$ cat src/rtl/fesync_pkg.sv
package fesync_pkg;
  localparam int CODE_W = 3;

  // Behaviour picked by one access code
  typedef struct packed {
    logic stall_on_miss;  // 1: hold until fill, 0: trap on miss
    logic never_trap;     // 1: mismatch does not trap
    logic rewrite_bit;    // 1: load empties / store fills
  } fe_ctl_t;
endpackage

$ cat src/rtl/fesync_decode.sv
module fesync_decode
  import fesync_pkg::*;
(
  input  logic [CODE_W-1:0] code_i,
  output fe_ctl_t           ctl_o
);
  always_comb begin
    ctl_o.stall_on_miss = code_i[2];
    ctl_o.never_trap    = code_i[1];
    ctl_o.rewrite_bit   = code_i[0];
  end
endmodule

$ cat src/rtl/fesync_eval.sv
module fesync_eval
  import fesync_pkg::*;
(
  input  logic    is_store_i,
  input  fe_ctl_t ctl_i,
  input  logic    full_i,
  output logic    sync_trap_o,
  output logic    upd_o,
  output logic    wr_data_o,
  output logic    new_full_o
);
  logic mismatch;

  always_comb begin
    mismatch    = is_store_i ? full_i : ~full_i;
    sync_trap_o = mismatch & ~ctl_i.never_trap;
    upd_o       = ~sync_trap_o;
    wr_data_o   = is_store_i & ~sync_trap_o;
    new_full_o  = ctl_i.rewrite_bit ? is_store_i : full_i;
  end
endmodule

$ cat src/rtl/fesync_words.sv
module fesync_words #(
  parameter int DATA_W = 32,
  parameter int DEPTH  = 16,
  localparam int ADDR_W = (DEPTH > 1) ? $clog2(DEPTH) : 1
) (
  input  logic              clk,
  input  logic              rst_n,
  input  logic [ADDR_W-1:0] addr_i,
  output logic [DATA_W-1:0] rdata_o,
  output logic              rfull_o,
  input  logic              upd_i,
  input  logic              wr_data_i,
  input  logic [DATA_W-1:0] wdata_i,
  input  logic              new_full_i
);
  logic [DATA_W-1:0] data_q [DEPTH];
  logic [DEPTH-1:0]  full_q;

  for (genvar g = 0; g < DEPTH; g++) begin : g_word
    logic sel;
    assign sel = (addr_i == ADDR_W'(g));
    always_ff @(posedge clk) begin
      if (!rst_n) begin
        data_q[g] <= '0;
        full_q[g] <= 1'b0;
      end else if (sel && upd_i) begin
        if (wr_data_i) data_q[g] <= wdata_i;
        full_q[g] <= new_full_i;
      end
    end
  end

  assign rdata_o = data_q[addr_i];
  assign rfull_o = full_q[addr_i];
endmodule

$ cat src/rtl/fesync_unit.sv
module fesync_unit
  import fesync_pkg::*;
#(
  parameter int DATA_W = 32,
  parameter int DEPTH  = 16,
  localparam int ADDR_W = (DEPTH > 1) ? $clog2(DEPTH) : 1
) (
  input  logic              clk,
  input  logic              rst_n,
  input  logic              req_valid,
  output logic              req_ready,
  input  logic              req_store,
  input  logic [2:0]        req_code,
  input  logic [ADDR_W-1:0] req_addr,
  input  logic [DATA_W-1:0] req_wdata,
  input  logic              miss,
  input  logic              fill_done,
  output logic              hold,
  output logic              rsp_valid,
  output logic [DATA_W-1:0] rsp_rdata,
  output logic              trap_sync,
  output logic              trap_miss,
  output logic              cond_full
);
  // Stalled request
  logic              stall_q;
  logic              p_store_q;
  logic [2:0]        p_code_q;
  logic [ADDR_W-1:0] p_addr_q;
  logic [DATA_W-1:0] p_wdata_q;

  // Request being executed this cycle
  logic              x_store;
  logic [2:0]        x_code;
  logic [ADDR_W-1:0] x_addr;
  logic [DATA_W-1:0] x_wdata;

  fe_ctl_t           live_ctl, x_ctl;
  logic              accept, fire, miss_trap, start_stall;
  logic              sync_trap, upd, wr_data, new_full;
  logic [DATA_W-1:0] word_data;
  logic              word_full;

  assign req_ready = ~stall_q;
  assign hold      = stall_q;
  assign accept    = req_valid & req_ready;

  fesync_decode u_dec_live (.code_i(req_code), .ctl_o(live_ctl));

  assign miss_trap   = accept & miss & ~live_ctl.stall_on_miss;
  assign start_stall = accept & miss &  live_ctl.stall_on_miss;
  assign fire        = (accept & ~miss) | (stall_q & fill_done);

  always_comb begin
    if (stall_q) begin
      x_store = p_store_q;
      x_code  = p_code_q;
      x_addr  = p_addr_q;
      x_wdata = p_wdata_q;
    end else begin
      x_store = req_store;
      x_code  = req_code;
      x_addr  = req_addr;
      x_wdata = req_wdata;
    end
  end

  fesync_decode u_dec_exec (.code_i(x_code), .ctl_o(x_ctl));

  fesync_words #(.DATA_W(DATA_W), .DEPTH(DEPTH)) u_words (
    .clk        (clk),
    .rst_n      (rst_n),
    .addr_i     (x_addr),
    .rdata_o    (word_data),
    .rfull_o    (word_full),
    .upd_i      (fire & upd),
    .wr_data_i  (wr_data),
    .wdata_i    (x_wdata),
    .new_full_i (new_full)
  );

  fesync_eval u_eval (
    .is_store_i  (x_store),
    .ctl_i       (x_ctl),
    .full_i      (word_full),
    .sync_trap_o (sync_trap),
    .upd_o       (upd),
    .wr_data_o   (wr_data),
    .new_full_o  (new_full)
  );

  always_ff @(posedge clk) begin
    if (!rst_n) begin
      stall_q   <= 1'b0;
      p_store_q <= 1'b0;
      p_code_q  <= '0;
      p_addr_q  <= '0;
      p_wdata_q <= '0;
    end else if (start_stall) begin
      stall_q   <= 1'b1;
      p_store_q <= req_store;
      p_code_q  <= req_code;
      p_addr_q  <= req_addr;
      p_wdata_q <= req_wdata;
    end else if (stall_q && fill_done) begin
      stall_q <= 1'b0;
    end
  end

  always_ff @(posedge clk) begin
    if (!rst_n) begin
      rsp_valid <= 1'b0;
      rsp_rdata <= '0;
      trap_sync <= 1'b0;
      trap_miss <= 1'b0;
      cond_full <= 1'b0;
    end else begin
      rsp_valid <= fire & ~sync_trap;
      trap_sync <= fire &  sync_trap;
      trap_miss <= miss_trap;
      if (fire) begin
        cond_full <= word_full;
        if (!x_store && !sync_trap) rsp_rdata <= word_data;
      end
    end
  end
endmodule

$ cat config.mk
export PLATFORM = sky130hd
export DESIGN_NAME = fesync_unit
export DESIGN_NICKNAME = d
export VERILOG_FILES = /design/src/rtl/fesync_pkg.sv /design/src/rtl/fesync_decode.sv /design/src/rtl/fesync_eval.sv /design/src/rtl/fesync_words.sv /design/src/rtl/fesync_unit.sv
export SDC_FILE = /design/constraint.sdc
export NUM_CORES = 1
export LEC_CHECK = 0
export BUFFER_PORTS_ARGS = -buffer_cell sky130_fd_sc_hd__buf_4
export CAP_MARGIN = 10
export CORE_AREA = 2 2 298 300
export DETAILED_ROUTE_END_ITERATION = 12
export DIE_AREA = 0 0 300 302
export PLACE_DENSITY = 0.5
export SETUP_SLACK_MARGIN = 0.05
export SKIP_LAST_GASP = 1
export SYNTH_ARGS = -nofsm -noshare
export SYNTH_HDL_FRONTEND = slang
export SYNTH_HIERARCHICAL = 1
export SYNTH_SLANG_ARGS = --single-unit
$ cat constraint.sdc
create_clock -name clk -period 5.7 [get_ports clk]
set_clock_uncertainty 0.1 [all_clocks]
set_input_delay 0.57 -clock clk [delete_from_list [all_inputs] [get_ports clk]]
set_output_delay 0.57 -clock clk [all_outputs]
set_load 0.005 [all_outputs]
==> results.txt <==
Setup repair after global routing left no endpoint under its margin. The static leakage power is 0.00992 µW. The total power per unit cell area came out at 334 nW/µm². The warning count from the yosys run came out at 6.

The first TritonRoute pass finished after 5 iterations. The mapped netlist covers 25,900 µm². The normalized max-slew margin came out at approximately a quarter. The sum of overflow across all layers after global routing came out at 0. The starting density of the core came out at 29.6%. The final number of setup-violating endpoints is 0. Net switching is between 20% and 30% of the power.

STA classifies the critical path startpoint as a flip-flop. CTS placed an instance of sky130_fd_sc_hd__clkbuf_16 at the clock tree root. For the worst setup path, the data required time is 5.89 ns. Timing would allow up to a little over 200 MHz.

The clock network fraction of design power came out at 42.9%. The die boundary width is about 300 µm. The initial DRC count came out at 1,400. Compared with the post-synthesis result, the final layout area differs by 15.9%. The average cell area after synthesis is about 13 µm². The row count came out at 109. 83 I/O pins were placed. The total of hold buffers inserted after clock tree synthesis is 0.

The clock latency reported for the late side of the worst-skew pair came out at roughly 0.6 ns. The clock-pin slew reported for the worst setup and hold paths after clock tree synthesis is roughly 0.060 ns. The final critical delay including setup and external delays came out at 4.95 ns. When the netlist entered floorplanning its net count stood at 1,976. The via-per-instance ratio is 4.98. In this run the standard cell core region covers 87,600 µm². The worst setup timing slack at the placement stage is ~0.7 ns. TritonCTS built the clock tree. The worst-margin pin slew came out at 1.15 ns. The fraction of final layout cells with drive strength greater than 1 came out at approximately a fifth. The DRC violation count after routing is 0. The post-detailed-route count of antenna-violating nets came out at 0. Sequential cells burn 49.5% of the power. The maximum fanout along the worst path came out at 53. The number of setup buffers added after CTS is 0. The half-perimeter wire length after placement came out at 43,100 µm. The total wire length came out at a little over 70,000 µm. The type of the setup path with the least slack is reg2reg. The final total power came out at between 10,000 and 15,000 µW. Across all setup checks in the final design, the least slack found is 0.750 ns. After clock tree synthesis, the repair step resized 0 gates.

STA puts the critical path data arrival time at just over 5 ns. The die covers approximately 90,000 µm². The die height is 302 µm. For this run, the total global-route usage over all layers was measured as 16.0%.

The critical path endpoint category is a flip-flop. The H-tree generated during clock tree synthesis spans 3 levels. The share of the cycle needed by the critical path after routing is 86.9%. The cell-internal power is 7770 µW. Leaving out fill and tap cells, the most frequent cells in the layout are sky130_fd_sc_hd__nor2_1, sky130_fd_sc_hd__edfxtp_1, sky130_fd_sc_hd__nand2_1.

The max-cap violation count came out at 0. Entering global routing, the biggest net connects 73 pins. In this run the tool buffered the top-level ports with 82 buffer cells. The path class of the tightest hold or removal check is in2reg. No sink is reached through more buffers than the 3 on the longest clock path.

The worst voltage drop across the vdd grid came out at 0.181 mV. The fraction of power consumed by combinational cells is 7.6%. The via count came out at 15.8k. The first-pass GRT wire length came out at 108,000 µm.

In this run, placement finished with an instance count of between 3k and 4k. The number of global-route vias before repair is 16.2k. For this design the total switching power over the nets is 2260 µW. The detailed-route wire length per cell is 22.7 µm.

The number of instances in the synthesized netlist came out at 1,931. The final cell count without fillers is 3,175. The initial antenna violation count came to 0. The routability-driven placement congestion ratio came out at ~0.77.

The total CTS buffers came out at 67. The setup TNS came out at 0 ns. The number of pins exceeding their max-slew limit in the final report is 0. The number of antenna diodes came out at 0. Cells fill approximately 34% of the core in the end. The flow ran to the end, and the final reports show no timing, DRC or antenna violations.

The hold violation total from the final report is 0. Clock tree synthesis found a total of 604 sinks. The number of nets in the layout is around 2k.
[final timing paths]
check,cells past startpoint,end,startpoint,slack (ns)
worst max-delay path,11,u_words/data_q[2][4],hold,0.75
worst min-delay path,2,trap_miss,req_code[2],0.05
worst max register to register,11,u_words/data_q[2][4],hold,0.75
worst min register to register,2,p_wdata_q[7],p_wdata_q[7],0.35
[worst max-delay path, cell delays in order, from the launching register on]
cell and delay (ns):
sky130_fd_sc_hd__dfxtp_2 0.71, sky130_fd_sc_hd__mux2_8 0.66, sky130_fd_sc_hd__mux4_2 0.58, sky130_fd_sc_hd__a22oi_1 0.22, sky130_fd_sc_hd__nand2_1 0.16, sky130_fd_sc_hd__xnor2_1 0.17, sky130_fd_sc_hd__nand2_1 0.07, sky130_fd_sc_hd__nor2b_1 0.36
sky130_fd_sc_hd__nor3b_2 0.56, sky130_fd_sc_hd__nand2_1 0.20, sky130_fd_sc_hd__o21ai_4 0.57, sky130_fd_sc_hd__buf_12 0.24
[area by class of cell]
cell class / instances / area (µm²)
tap: 1165 / 1460
clock inverter: 26 / 243
fill: 8573 / 57500
multi-input combinational: 1148 / 8070
inverter: 5 / 18.8
sequential: 604 / 17200
clock buffer: 93 / 1920
timing repair buffer: 134 / 1080
[stage by stage]
step	area (µm²)	hold slack, ns
floorplan	25900	0.333
global placement	27800	0.338
detailed placement	27800	0.345
CTS	30000	0.00849
global route	30000	0.0292
finish	30000	0.0455
[metal layers]
| metal | share of wire (%) | track usage, % | up-vias |
|---|---|---|---|
| li1 | - | - | 7007 |
| met1 | 44 | 21.8 | 8142 |
| met2 | 48 | 26.2 | 559 |
| met3 | 6.6 | 2.67 | 90 |
| met4 | 2.2 | 4.89 | 0 |
| met5 | 0 | 0 | - |
[registers in the layout, indices dropped and copies added, names as in the netlist]
signal,count
cond_full,1
hold,1
p_addr_q,4
p_code_q,2
p_store_q,1
p_wdata_q,32
rsp_rdata,32
rsp_valid,1
trap_miss,1
trap_sync,1
u_words/data_q,512
u_words/full_q,16
[power groups by stage]
| stage | Combinational [µW] | Clock [µW] | Sequential [µW] |
|---|---|---|---|
| 6_report | 763 | 4300 | 4960 |
| 3_5_place_dp | 778 | 0 | 5060 |
| 5_1_grt | 821 | 4570 | 4980 |
| 4_1_cts | 781 | 4410 | 4970 |
| 3_3_place_gp | 775 | 0 | 5050 |
| 2_1_floorplan | 482 | 0 | 5050 |
Power figures use the tool's default switching activity.
